File: src/rtl/lps_pkg.sv
package lps_pkg;

    typedef enum logic [2:0] {
        ST_RESET = 3'd0,
        ST_READY = 3'd1,
        ST_M0    = 3'd2,
        ST_M1    = 3'd3,
        ST_M2    = 3'd4,
        ST_M3    = 3'd5
    } lps_state_e;

    typedef enum logic [1:0] {
        REQ_ENTER_M0 = 2'd0,
        REQ_ENTER_M3 = 2'd1,
        REQ_RSVD_A   = 2'd2,
        REQ_RSVD_B   = 2'd3
    } lps_req_e;

    // decoded host request
    typedef struct packed {
        logic to_m0;
        logic to_m3;
        logic bad;
    } lps_req_t;

    // control view of a state
    typedef struct packed {
        logic regs_open;
        logic chan_open;
        logic suspended;
        logic low_power;
    } lps_ctl_t;

    function automatic logic m0_allowed_from(lps_state_e s);
        return s != ST_RESET;
    endfunction

    function automatic logic m3_allowed_from(lps_state_e s);
        return s inside {ST_M0, ST_M1, ST_M2, ST_M3};
    endfunction

    function automatic lps_ctl_t ctl_of(lps_state_e s);
        lps_ctl_t c;
        c.regs_open = (s != ST_RESET);
        c.chan_open = (s == ST_M0);
        c.suspended = s inside {ST_M1, ST_M2, ST_M3};
        c.low_power = s inside {ST_M2, ST_M3};
        return c;
    endfunction

endpackage

File: src/rtl/lps_req_decode.sv
module lps_req_decode
    import lps_pkg::*;
(
    input  logic       req_valid,
    input  logic [1:0] req_code,
    input  lps_state_e cur_state,
    output lps_req_t   dec
);

    always_comb begin
        dec = '0;
        if (req_valid) begin
            case (lps_req_e'(req_code))
                REQ_ENTER_M0: dec.to_m0 = m0_allowed_from(cur_state);
                REQ_ENTER_M3: dec.to_m3 = m3_allowed_from(cur_state);
                default:      ;
            endcase
            dec.bad = !(dec.to_m0 || dec.to_m3);
        end
    end

endmodule

File: src/rtl/lps_idle_timer.sv
module lps_idle_timer #(
    parameter int CNT_W = 16
) (
    input  logic             clk,
    input  logic             rst,
    input  logic             armed,
    input  logic             restart,
    input  logic             activity,
    input  logic [CNT_W-1:0] target,
    output logic             expire
);

    localparam logic [CNT_W-1:0] ONE = CNT_W'(1);

    logic [CNT_W-1:0] cnt_q;

    assign expire = armed && !activity && (target != '0) && (cnt_q == target - ONE);

    always_ff @(posedge clk) begin
        if (rst || !armed || activity || restart || expire)
            cnt_q <= '0;
        else
            cnt_q <= cnt_q + ONE;
    end

    // activity always restarts the quiet count
    a_r6_activity_restarts: assert property (@(posedge clk) disable iff (rst)
        activity |=> (cnt_q == '0));

endmodule

File: src/rtl/lps_fsm.sv
module lps_fsm
    import lps_pkg::*;
(
    input  logic       clk,
    input  logic       rst,
    input  logic       init_done,
    input  lps_req_t   dec,
    input  logic       wake,
    input  logic       expire,
    output lps_state_e st_q,
    output logic       changing,
    output logic       err_q
);

    lps_state_e st_d;

    always_comb begin
        st_d = st_q;
        case (st_q)
            ST_RESET: if (init_done) st_d = ST_READY;
            ST_READY: if (dec.to_m0) st_d = ST_M0;
            ST_M0: begin
                if (dec.to_m3)   st_d = ST_M3;
                else if (expire) st_d = ST_M1;
            end
            ST_M1: begin
                if (dec.to_m3)               st_d = ST_M3;
                else if (dec.to_m0 || wake)  st_d = ST_M0;
                else if (expire)             st_d = ST_M2;
            end
            ST_M2: begin
                if (dec.to_m3)               st_d = ST_M3;
                else if (dec.to_m0 || wake)  st_d = ST_M0;
            end
            ST_M3: if (dec.to_m0) st_d = ST_M0;
            default: st_d = ST_RESET;
        endcase
    end

    assign changing = (st_d != st_q);

    always_ff @(posedge clk) begin
        if (rst) begin
            st_q  <= ST_RESET;
            err_q <= 1'b0;
        end else begin
            st_q  <= st_d;
            err_q <= err_q | dec.bad;
        end
    end

    // reset forces RESET
    a_r1_reset_state: assert property (@(posedge clk)
        rst |=> (st_q == ST_RESET));

    // no exit from RESET without init_done
    a_r2_hold_reset: assert property (@(posedge clk) disable iff (rst)
        (st_q == ST_RESET && !init_done) |=> (st_q == ST_RESET));

    // READY plus legal M0 request reaches M0
    a_r4_ready_to_m0: assert property (@(posedge clk) disable iff (rst)
        (st_q == ST_READY && dec.to_m0) |=> (st_q == ST_M0));

    // M2 is reachable only from M1
    a_r7_m2_only_from_m1: assert property (@(posedge clk) disable iff (rst)
        (st_q != ST_M1 && st_q != ST_M2) |=> (st_q != ST_M2));

    // M3 is left only on an M0 request
    a_r9_m3_hold: assert property (@(posedge clk) disable iff (rst)
        (st_q == ST_M3 && !dec.to_m0) |=> (st_q == ST_M3));

    // illegal request latches the flag, which then stays
    a_r10_bad_sets_flag: assert property (@(posedge clk) disable iff (rst)
        dec.bad |=> err_q);
    a_r10_flag_sticky: assert property (@(posedge clk) disable iff (rst)
        err_q |=> err_q);

    // a host suspend request wins over simultaneous activity
    a_r12_request_first: assert property (@(posedge clk) disable iff (rst)
        (dec.to_m3 && wake) |=> (st_q == ST_M3));

endmodule

File: src/rtl/lps_ctrl.sv
module lps_ctrl
    import lps_pkg::*;
#(
    parameter int CNT_W    = 16,
    parameter int M2_DELAY = 64
) (
    input  logic             clk,
    input  logic             rst,
    input  logic             init_done,
    input  logic             host_req_valid,
    input  logic [1:0]       host_req_code,
    input  logic             link_activity,
    input  logic             doorbell,
    input  logic [CNT_W-1:0] idle_limit,
    input  logic             reg_access,
    input  logic             chan_start,
    output logic [2:0]       state_code,
    output logic             err_flag,
    output logic             reg_grant,
    output logic             chan_start_ok,
    output logic             op_suspended,
    output logic             low_power_req
);

    localparam logic [CNT_W-1:0] M2_TARGET = CNT_W'(M2_DELAY);

    lps_state_e state;
    lps_req_t   dec;
    lps_ctl_t   ctl;
    logic       wake;
    logic       expire;
    logic       changing;
    logic       err_q;
    logic       timer_armed;
    logic [CNT_W-1:0] timer_target;

    assign wake         = link_activity | doorbell;
    assign timer_armed  = (state == ST_M0) || (state == ST_M1);
    assign timer_target = (state == ST_M1) ? M2_TARGET : idle_limit;

    lps_req_decode u_dec (
        .req_valid (host_req_valid),
        .req_code  (host_req_code),
        .cur_state (state),
        .dec       (dec)
    );

    lps_idle_timer #(.CNT_W(CNT_W)) u_timer (
        .clk      (clk),
        .rst      (rst),
        .armed    (timer_armed),
        .restart  (changing),
        .activity (wake),
        .target   (timer_target),
        .expire   (expire)
    );

    lps_fsm u_fsm (
        .clk       (clk),
        .rst       (rst),
        .init_done (init_done),
        .dec       (dec),
        .wake      (wake),
        .expire    (expire),
        .st_q      (state),
        .changing  (changing),
        .err_q     (err_q)
    );

    assign ctl           = ctl_of(state);
    assign state_code    = state;
    assign err_flag      = err_q;
    assign reg_grant     = reg_access & ctl.regs_open;
    assign chan_start_ok = chan_start & ctl.chan_open;
    assign op_suspended  = ctl.suspended;
    assign low_power_req = ctl.low_power;

    // activity in M1 or M2 without a host request returns to M0
    a_r8_wake_to_m0: assert property (@(posedge clk) disable iff (rst)
        ((state == ST_M1 || state == ST_M2) && wake && !host_req_valid)
        |=> (state_code == 3'd2));

endmodule

File: config.mk
export PLATFORM = sky130hd
export DESIGN_NAME = lps_ctrl
export DESIGN_NICKNAME = d
export VERILOG_FILES = /design/src/rtl/lps_pkg.sv /design/src/rtl/lps_req_decode.sv /design/src/rtl/lps_idle_timer.sv /design/src/rtl/lps_fsm.sv /design/src/rtl/lps_ctrl.sv
export SDC_FILE = /design/constraint.sdc
export NUM_CORES = 1
export LEC_CHECK = 0
export BUFFER_PORTS_ARGS = -buffer_cell sky130_fd_sc_hd__buf_2
export CAP_MARGIN = 20
export CORE_UTILIZATION = 34
export DETAILED_ROUTE_END_ITERATION = 12
export HOLD_SLACK_MARGIN = 0.08
export PLACE_DENSITY_LB_ADDON = 0.1
export SYNTH_ARGS = -nofsm -noshare
export SYNTH_HDL_FRONTEND = slang
export SYNTH_SLANG_ARGS = --single-unit
File: constraint.sdc
create_clock -name clk -period 4 [get_ports clk]
set_input_delay 0.4 -clock clk [delete_from_list [all_inputs] [get_ports clk]]
set_output_delay 0.4 -clock clk [all_outputs]
set_load 0.02 [all_outputs]
==> run metrics, run 1 <==
post-detailed-route via-to-cell ratio 5.34; post-synth net total 268; CTS tree yes; number of max-slew violations in the final report 0; worst max-slew margin expressed relative to the limit 0.574; transition time of the tightest slew-check pin 638 ps; Final Skew 8.10 ps; final hold vios 0; number of enable-type register cells in the synthesized netlist 0; total CTS buffers 3; post-CTS setup repair buffer count 0; Primary FF master, synth sky130_fd_sc_hd__dfxtp_1; cell depth of the worst flop-to-flop path 11; number of cells on the worst hold path 2; worst-path cell with the longest stage delay sky130_fd_sc_hd__dfxtp_1; outcome finished clean; register clock-pin slew on the reported worst setup and hold paths 70 ps; fraction of final layout cells with drive strength greater than 1 0.230; worst setup path class reg -> reg; final critical-path required period 3360 ps; DRT Wirelength 4830 µm; Post-DP HPWL 3730 µm; commonest cells after routing, fill and taps aside sky130_fd_sc_hd__buf_2 (33), sky130_fd_sc_hd__nor2_1 (26), sky130_fd_sc_hd__nand2_1 (21); number of buffers inserted by hold repair at cts 0; net count reported at finish 295; Final Setup Violations 0; largest stage delay on the critical path 570 ps; mean instance size in the synthesized netlist 7.91 µm²; DRC viols 0; area of the die 5890 µm²; count of input and output buffers 33; Hold Crit Class in -> reg; leakage dissipation 0.773 nW; Area growth, synth to finish 11.8%; Setup TNS Final 0 ps; clk_lat worst skew 260 ps; Max clock buf depth 2; Crit path buffers/inverters 0; max cap viols 0; count of cell instances traversed by the critical path 11; post-synthesis register bit count 20; power density relative to cell area 218 nW/µm²; x dimension of the die 76.7 µm; length of the first detailed-routing pass in iterations 4; Remaining Overflow, GRT 0; final routed wire length divided by cell count 14.4 µm; maximum clock rate 297 MHz; total of warnings raised by yosys 0; Max H-tree Level 1; most used cell along the critical path sky130_fd_sc_hd__nand4_1; via count of the routed design 1,788; Yosys cell types 61; Die Y-Extent 76.7 µm; post-synthesis instance area 1900 µm²; antenna violations before repair 0; number of antenna cells inserted 0; Worst IR Drop VDD 132 µV; FFs w/ async S/R, synth 0; remaining number of nets flagged by the antenna check after routing 0; RSZ-0062 raised after global routing no; Iter 0 DRT Violations 95; clock sinks 20; required time at the worst-slack endpoint 4130 ps; largest delay contributor family on the critical path simple AND/OR/NAND/NOR gates; fraction of the yosys area taken by sequential cells 0.211; data arrival at the endpoint of the critical path 3500 ps; global-route wire length before repair 8420 µm; CP startpoint kind register; cell chain of the critical path nand3b_1 > nand2_1 > ha_1 > or4b_4 > or3_1 > nand4_1 > nand4_1 > a2111oi_2 > and4_4 > or4_4 > nor2_1; total global routing track utilization 0.174; capturing element type of the critical path register; CTS root buf sky130_fd_sc_hd__clkbuf_8; area of the core 5240 µm²; number of resized instances in the post-cts repair step 0; initial core utilization 0.363; row count 26; top-level I/O count 34; hold slack final 384 ps; fraction of the cycle the final worst path needs 0.841; vias in the first global route 1,719; CP Max Fanout 16; Synth Instances 240; global placer's final weighted congestion 0.824; largest net degree at the start of global routing 18; most common cell after layout, fill and taps aside sky130_fd_sc_hd__buf_2
-- stage by stage --
stage	power, mW	instances	setup WS [ps]	util	instance area (µm²)
6_report	0.463	335	636	0.405	2120
5_1_grt	0.493	335	434	0.405	2120
4_1_cts	0.469	335	631	0.405	2120
3_5_place_dp	0.336	332	661	0.398	2080
3_3_place_gp	0.336	332	717	0.398	2080
2_1_floorplan	0.293	240	628	-	1900
-- synthesized netlist by cell type, drive strengths merged, types with 3 or more instances --
library cell	instances	area share
nor2	36	0.11
nand4	5	0.016
or4	3	0.014
and3	8	0.026
nand2	21	0.042
inv	4	0.0079
nand3	6	0.016
buf	10	0.039
nand2b	6	0.020
nor4	5	0.024
xor2	13	0.060
dfxtp	20	0.21
or3	3	0.0099
clkbuf	3	0.0059
xnor2	15	0.069
o31a	4	0.018
nor2b	5	0.016
nand3b	4	0.022
o21ai	17	0.045
a21oi	8	0.023
nor3	8	0.026
-- registers in the layout, indices dropped and copies added, names as in the netlist --
register       flops
u_timer.cnt_q     16
u_fsm.err_q        1
u_fsm.st_q         3
-- path summary, 6_finish.rpt --
path / startpoint / end / slack (ps)
setup / recovery: u_fsm.st_q[0] / u_timer.cnt_q[14] / 640
hold / removal: rst / u_fsm.err_q / 380
setup reg to reg: u_fsm.st_q[0] / u_timer.cnt_q[14] / 640
hold reg to reg: u_fsm.err_q / u_fsm.err_q / 470
-- cell families after synthesis --
logic type               Yosys count  share of synthesized area
adder cells (fa/ha/maj)            2                     0.0132
buffers and inverters             17                     0.0527
XOR/XNOR                          28                      0.129
AO/OA/AOI/OAI                     49                      0.182
multiplexers                       2                     0.0105
flip-flops                        20                      0.211
AND/OR/NAND/NOR                  122                      0.402
-- layout make-up --
type	instances	area [µm²]
clock buffer	3	41.3
tap	70	87.6
inverter	4	15.0
multi-input combinational	203	1400
fill	561	3110
sequential	20	400
timing repair buffer	35	180
-- where the power goes --
| part | internal [mW] | switching (mW) |
|---|---|---|
| sequential | 0.203 | 0.00947 |
| clock | 0.0670 | 0.0646 |
| combinational | 0.0488 | 0.0702 |
-- routing by layer --
layer	wire, µm	track usage
met1	2470	0.245
met4	34	0.0462
met3	117	0.0131
met2	2220	0.282
met5	0	0
Power figures use the tool's default switching activity.
==> inputs of run 2 (changes only) <==
- clock period: 4 -> 3.1 ns (I/O delays scaled with it)
==> run metrics, run 2 (same netlist as run 1, synthesis figures left out) <==
net count reported at finish 306 (was 295); Max H-tree Level 1 (unchanged); most common cell after layout, fill and taps aside sky130_fd_sc_hd__buf_2 (unchanged); antenna violations before repair 0 (unchanged); row count 26 (unchanged); Remaining Overflow, GRT 0 (unchanged); Finished Core Util 0.446 (was 0.405); commonest cells after routing, fill and taps aside sky130_fd_sc_hd__buf_2 (33), sky130_fd_sc_hd__nor2_1 (22), sky130_fd_sc_hd__nand2_1 (19) (was sky130_fd_sc_hd__buf_2 (33), sky130_fd_sc_hd__nor2_1 (26), sky130_fd_sc_hd__nand2_1 (21)); DRT Wirelength 5070 µm (was 4830 µm); capturing element type of the critical path register (unchanged); length of the first detailed-routing pass in iterations 4 (unchanged); global placer's final weighted congestion 0.796 (was 0.824); fraction of final layout cells with drive strength greater than 1 0.300 (was 0.230); Most flops, register u_timer.cnt_q (unchanged); number of buffers inserted by hold repair at cts 0 (unchanged); Worst IR Drop VDD 183 µV (was 132 µV); transition time of the tightest slew-check pin 457 ps (was 638 ps); global-route wire length before repair 8200 µm (was 8420 µm); amount of wire on met2 after detailed routing 2380 µm (was 2220 µm); area of the core 5240 µm² (unchanged); required time at the worst-slack endpoint 3300 ps (was 4130 ps); data arrival at the endpoint of the critical path 3210 ps (was 3500 ps); total CTS buffers 3 (unchanged); max cap viols 0 (unchanged); final critical-path required period 3010 ps (was 3360 ps); CP startpoint kind register (unchanged); total global routing track utilization 0.171 (was 0.174); clock network fraction of design power 0.277 (was 0.284); met1 layer wirelength in the final routing 2480 µm (was 2470 µm); CTS root buf sky130_fd_sc_hd__clkbuf_8 (unchanged); final hold vios 0 (unchanged); clock sinks 20 (unchanged); number of antenna cells inserted 0 (unchanged); RSZ-0062 raised after global routing yes (was no); number of max-slew violations in the final report 0 (unchanged); initial core utilization 0.363 (unchanged); leading registers by flop count u_timer.cnt_q (16), u_fsm.st_q (3), u_fsm.err_q (1) (unchanged); Area growth, synth to finish 22.9% (was 11.8%); count of input and output buffers 33 (unchanged); area of the die 5890 µm² (unchanged); power density relative to cell area 264 nW/µm² (was 218 nW/µm²); clk_lat worst skew 250 ps (was 260 ps); Max clock buf depth 2 (unchanged); top-level I/O count 34 (unchanged); worst setup path class reg -> reg (unchanged); Post-DP HPWL 3860 µm (was 3730 µm); Psw 0.189 mW (was 0.144 mW); hold slack final 289 ps (was 384 ps); vias in the first global route 1,641 (was 1,719); Die Y-Extent 76.7 µm (unchanged); total met3 wirelength after detailed routing 155 µm (was 117 µm); fraction of the cycle the final worst path needs 0.972 (was 0.841); maximum clock rate 332 MHz (was 297 MHz); DRC viols 0 (unchanged); uppermost signal routing layer after detailed routing met4 (unchanged); worst max-slew margin expressed relative to the limit 0.696 (was 0.574); x dimension of the die 76.7 µm (unchanged); via count of the routed design 1,855 (was 1,788); Final Setup Violations 0 (unchanged); max reg flops 16 (unchanged); Iter 0 DRT Violations 120 (was 95); fraction of power consumed by sequential logic 0.431 (was 0.459); net switching share of the total power 0.306 (was 0.311); register clock-pin slew on the reported worst setup and hold paths 70 ps (about the same); leakage dissipation 0.850 nW (was 0.773 nW); Final Skew 4.38 ps (was 8.10 ps); final routed wire length divided by cell count 14.6 µm (was 14.4 µm); post-detailed-route via-to-cell ratio 5.35 (was 5.34); share of power burned in combinational logic 0.292 (was 0.257); largest net degree at the start of global routing 19 (was 18); CP Max Fanout 8 (was 16); Hold Crit Class in -> reg (unchanged); remaining number of nets flagged by the antenna check after routing 0 (unchanged); outcome finished clean (unchanged); cell internal power dissipation 0.428 mW (was 0.319 mW); CTS tree yes (unchanged)
run 2: cell types whose count changed in the layout (fill, tap and decap cells not counted), moves of 2 or more:
cell / change
sky130_fd_sc_hd__dfxtp_2: +2
sky130_fd_sc_hd__nand2_4: +2
sky130_fd_sc_hd__dfxtp_1: -3
sky130_fd_sc_hd__nand2_1: -2
sky130_fd_sc_hd__nor2_1: -4
sky130_fd_sc_hd__nor2_4: +5
sky130_fd_sc_hd__buf_4: +9
run 2: power by group through the flow:
stage               Combinational, mW  Clock [mW]  Sequential (mW)
finish                          0.180       0.171            0.266
global route                    0.199       0.193            0.267
CTS                             0.176       0.183            0.266
detailed placement              0.176           0            0.272
global placement                0.176           0            0.272
floorplan                       0.106           0            0.279
run 2: routing by layer:
metal / up-vias / track usage
met5: - / 0
met4: 0 / 0.0577
met3: 4 / 0.0119
met2: 41 / 0.283
met1: 866 / 0.233
li1: 944 / -
run 2: path summary, 6_finish.rpt:
kind	start	endpoint	slack, ps	depth (start not counted)
setup / recovery	u_fsm.st_q[2]	u_timer.cnt_q[13]	90	12
setup reg to reg	u_fsm.st_q[2]	u_timer.cnt_q[13]	90	12
hold reg to reg	u_fsm.err_q	u_fsm.err_q	470	2
hold / removal	rst	u_fsm.st_q[1]	290	2
run 2: stage by stage:
stage,setup TNS (ps),std cells,power [mW],cell area (µm²),setup WS (ps)
3_3_place_gp,0,339,0.448,2170,118
3_5_place_dp,0,339,0.448,2170,98.0
2_1_floorplan,0,240,0.386,1950,8.18
6_report,0,347,0.617,2330,86.0
5_1_grt,-311,347,0.659,2330,-37.5
4_1_cts,0,343,0.625,2210,80.0
run 2: repair_timing:
item	CTS	global route
hold endpoints to repair	0	0
setup endpoints to repair	0	16
setup buffers	0	3
gates resized for setup	0	13
run 2: layout make-up:
cell class	count	area, µm²
multi-input cells	203	1490
clock buffers	4	45.0
flip-flops and latches	20	407
fillers	545	2900
inverters	4	15.0
repair buffers	46	293
well taps	70	87.6
run 2: worst max-delay path, stage by stage, from the launching register on:
cell,delay (ps)
sky130_fd_sc_hd__dfxtp_2,310
sky130_fd_sc_hd__nand3b_1,300
sky130_fd_sc_hd__nand2_4,150
sky130_fd_sc_hd__ha_4,130
sky130_fd_sc_hd__or4b_4,490
sky130_fd_sc_hd__nand4b_4,190
sky130_fd_sc_hd__nand3b_4,180
sky130_fd_sc_hd__a21oi_4,180
sky130_fd_sc_hd__a2111oi_4,50
sky130_fd_sc_hd__and4_4,180
sky130_fd_sc_hd__or4_4,530
sky130_fd_sc_hd__clkbuf_16,210
sky130_fd_sc_hd__nor2_1,80
==> inputs of run 3 (changes only) <==
- SYNTH_HIERARCHICAL: default -> 1
==> run metrics, run 3 <==
CP Max Fanout 16 (was 8); hold slack final 351 ps (was 289 ps); via count of the routed design 1,979 (was 1,855); maximum clock rate 271 MHz (was 332 MHz); Remaining Overflow, GRT 0 (unchanged); Max H-tree Level 1 (unchanged); power density relative to cell area 282 nW/µm² (was 264 nW/µm²); count of input and output buffers 33 (unchanged); total global routing track utilization 0.186 (was 0.171); clock sinks 20 (unchanged); length of the first detailed-routing pass in iterations 4 (unchanged); violations in the final reports negative setup slack; commonest cells in the synthesized netlist sky130_fd_sc_hd__nand2_1 (28), sky130_fd_sc_hd__dfxtp_1 (20), sky130_fd_sc_hd__xnor2_1 (20) (was sky130_fd_sc_hd__nor2_1 (26), sky130_fd_sc_hd__nand2_1 (21), sky130_fd_sc_hd__dfxtp_1 (20)); register clock-pin slew on the reported worst setup and hold paths 80 ps (was 70 ps); Yosys cell types 65 (was 61); fraction of the yosys area taken by sequential cells 0.203 (was 0.211); Iter 0 DRT Violations 52 (was 120); fraction of final layout cells with drive strength greater than 1 0.412 (was 0.300); total CTS buffers 3 (unchanged); Final Setup Violations 19 (was 0); post-synthesis register bit count 20 (unchanged); top-level I/O count 34 (unchanged); Synth area leader sky130_fd_sc_hd__dfxtp_1 (unchanged); DRT Wirelength 5380 µm (was 5070 µm); final critical-path required period 3680 ps (was 3010 ps); Synth top area share 0.203 (was 0.211); mean instance size in the synthesized netlist 8.00 µm² (was 7.91 µm²); post-synth net total 275 (was 268); clk_lat worst skew 260 ps (was 250 ps); Final Worst Setup Slack -585 ps (was 86.0 ps); most repeated cell in the gate-level netlist after synthesis sky130_fd_sc_hd__nand2_1 (was sky130_fd_sc_hd__nor2_1); max reg flops 16 (unchanged); outcome complete, but fails checks (was finished clean); area of the die 6120 µm² (was 5890 µm²); Most flops, register u_timer/cnt_q (was u_timer.cnt_q); CP startpoint kind register (unchanged); final routed wire length divided by cell count 14.0 µm (was 14.6 µm); FFs w/ async S/R, synth 0 (unchanged); Worst IR Drop VDD 140 µV (was 183 µV); x dimension of the die 78.2 µm (was 76.7 µm); area of the core 5540 µm² (was 5240 µm²); net count reported at finish 342 (was 306); leading cell types by total area after synthesis sky130_fd_sc_hd__dfxtp_1 (20%), sky130_fd_sc_hd__xnor2_1 (8.9%), sky130_fd_sc_hd__xor2_1 (5.8%) (was sky130_fd_sc_hd__dfxtp_1 (21%), sky130_fd_sc_hd__xnor2_1 (6.9%), sky130_fd_sc_hd__xor2_1 (6.0%)); cell depth of the worst flop-to-flop path 15 (was 12); antenna violations before repair 0 (unchanged); number of max-slew violations in the final report 0 (unchanged); leakage dissipation 1.09 nW (was 0.850 nW); final hold vios 0 (unchanged); global-route wire length before repair 9120 µm (was 8200 µm); vias in the first global route 1,942 (was 1,641); worst setup path class reg -> reg (unchanged); data arrival at the endpoint of the critical path 3830 ps (was 3210 ps); CTS tree yes (unchanged); Area growth, synth to finish 33.9% (was 22.9%); largest net degree at the start of global routing 18 (was 19); Final Skew 4.66 ps (was 4.38 ps); worst max-slew margin expressed relative to the limit 0.547 (was 0.696); required time at the worst-slack endpoint 3250 ps (was 3300 ps); number of enable-type register cells in the synthesized netlist 0 (unchanged); Primary FF master, synth sky130_fd_sc_hd__dfxtp_1 (unchanged); post-synthesis instance area 1980 µm² (was 1900 µm²); leading registers by flop count u_timer/cnt_q (16), u_fsm/st_q (3), u_fsm/err_q (1) (was u_timer.cnt_q (16), u_fsm.st_q (3), u_fsm.err_q (1)); row count 27 (was 26); Layout fillers 579 (was 545); global placer's final weighted congestion 0.800 (was 0.796); capturing element type of the critical path register (unchanged); remaining number of nets flagged by the antenna check after routing 0 (unchanged); Hold Crit Class in -> reg (unchanged); fraction of the cycle the final worst path needs 1.19 (was 0.972); Synth Instances 247 (was 240); initial core utilization 0.357 (was 0.363); number of antenna cells inserted 0 (unchanged); post-detailed-route via-to-cell ratio 5.14 (was 5.35); RSZ-0062 raised after global routing yes (unchanged); number of buffers inserted by hold repair at cts 0 (unchanged); CTS root buf sky130_fd_sc_hd__clkbuf_8 (unchanged); total of warnings raised by yosys 6 (was 0); most common cell after layout, fill and taps aside sky130_fd_sc_hd__buf_4 (was sky130_fd_sc_hd__buf_2); Post-DP HPWL 4000 µm (was 3860 µm); Die Y-Extent 78.2 µm (was 76.7 µm); max cap viols 0 (unchanged); overall power of the completed layout 0.746 mW (was 0.617 mW); DRC viols 0 (unchanged); commonest cells after routing, fill and taps aside sky130_fd_sc_hd__buf_4 (34), sky130_fd_sc_hd__buf_2 (33), sky130_fd_sc_hd__nand2_1 (28) (was sky130_fd_sc_hd__buf_2 (33), sky130_fd_sc_hd__nor2_1 (22), sky130_fd_sc_hd__nand2_1 (19)); Max clock buf depth 2 (unchanged); number of cells on the worst hold path 2 (unchanged); transition time of the tightest slew-check pin 673 ps (was 457 ps)
run 3: final cells by class:
class / count / area (µm²) / share of cell area
Clock buffer: 4 / 55.1 / 0.0208
Inverter: 11 / 41.3 / 0.0156
Multi-Input combinational cell: 208 / 1590 / 0.600
Sequential cell: 20 / 409 / 0.155
Tap cell: 72 / 90.1 / 0.0341
Timing Repair Buffer: 70 / 463 / 0.175
run 3: path summary, 6_finish.rpt:
path | startpoint | to | slack (ps)
min | rst | u_fsm/err_q | 350
max | u_fsm/st_q[2] | u_timer/cnt_q[0] | -580
min reg2reg | u_fsm/err_q | u_fsm/err_q | 490
max reg2reg | u_fsm/st_q[2] | u_timer/cnt_q[0] | -580
run 3: report_power, final:
group          switching [mW]  total, mW  internal, mW
combinational           0.139      0.275         0.136
clock                  0.0867      0.200         0.113
sequential            0.00850      0.271         0.263
run 3: layer usage:
| metal | up-vias | routed length, µm | GRT usage |
|---|---|---|---|
| met5 | - | 0 | 0 |
| met4 | 0 | 55 | 0.0426 |
| li1 | 1012 | - | - |
| met1 | 928 | 2660 | 0.255 |
| met3 | 6 | 115 | 0.0174 |
| met2 | 33 | 2550 | 0.312 |
run 3: per-stage QoR:
step                       util  setup WS (ps)  setup TNS [ps]  cells  cell area, µm²
after CTS                 0.468           -567           -9660    383            2590
after detailed placement  0.444           -699          -12130    376            2460
after global routing      0.477           -731          -13080    385            2650
final                     0.477           -585          -10400    385            2650
after global placement    0.444           -655          -11320    376            2460
after floorplan               -           -810          -12870    247            2010
run 3: worst max-delay path: stages (launching register included):
cell                       delay (ps)
sky130_fd_sc_hd__dfxtp_4          350
sky130_fd_sc_hd__nand3b_4         190
sky130_fd_sc_hd__and2_4           160
sky130_fd_sc_hd__or4_4            560
sky130_fd_sc_hd__or4_4            450
sky130_fd_sc_hd__or3b_1           370
sky130_fd_sc_hd__a211o_1          290
sky130_fd_sc_hd__a211oi_4         220
sky130_fd_sc_hd__and2_4           180
sky130_fd_sc_hd__nor2_1            40
sky130_fd_sc_hd__a22o_1           220
sky130_fd_sc_hd__a31oi_4          170
sky130_fd_sc_hd__nor4b_4           80
sky130_fd_sc_hd__buf_12           150
sky130_fd_sc_hd__nand2b_1          80
sky130_fd_sc_hd__a21oi_2           30
run 3: repair_timing:
item | CTS | global route
setup buffers | 3 | 2
pin swaps | 2 | 4
cloned | 1 | 0
setup endpoints to repair | 19 | 19
resized for setup | 7 | 5
run 3: cell families after synthesis:
group,Yosys count,synth area share
XOR/XNOR,33,0.146
buffers and inverters,20,0.0526
AO/OA/AOI/OAI,51,0.202
AND/OR/NAND/NOR,118,0.368
flip-flops,20,0.203
adder cells (fa/ha/maj),2,0.0127
multiplexers,3,0.0158
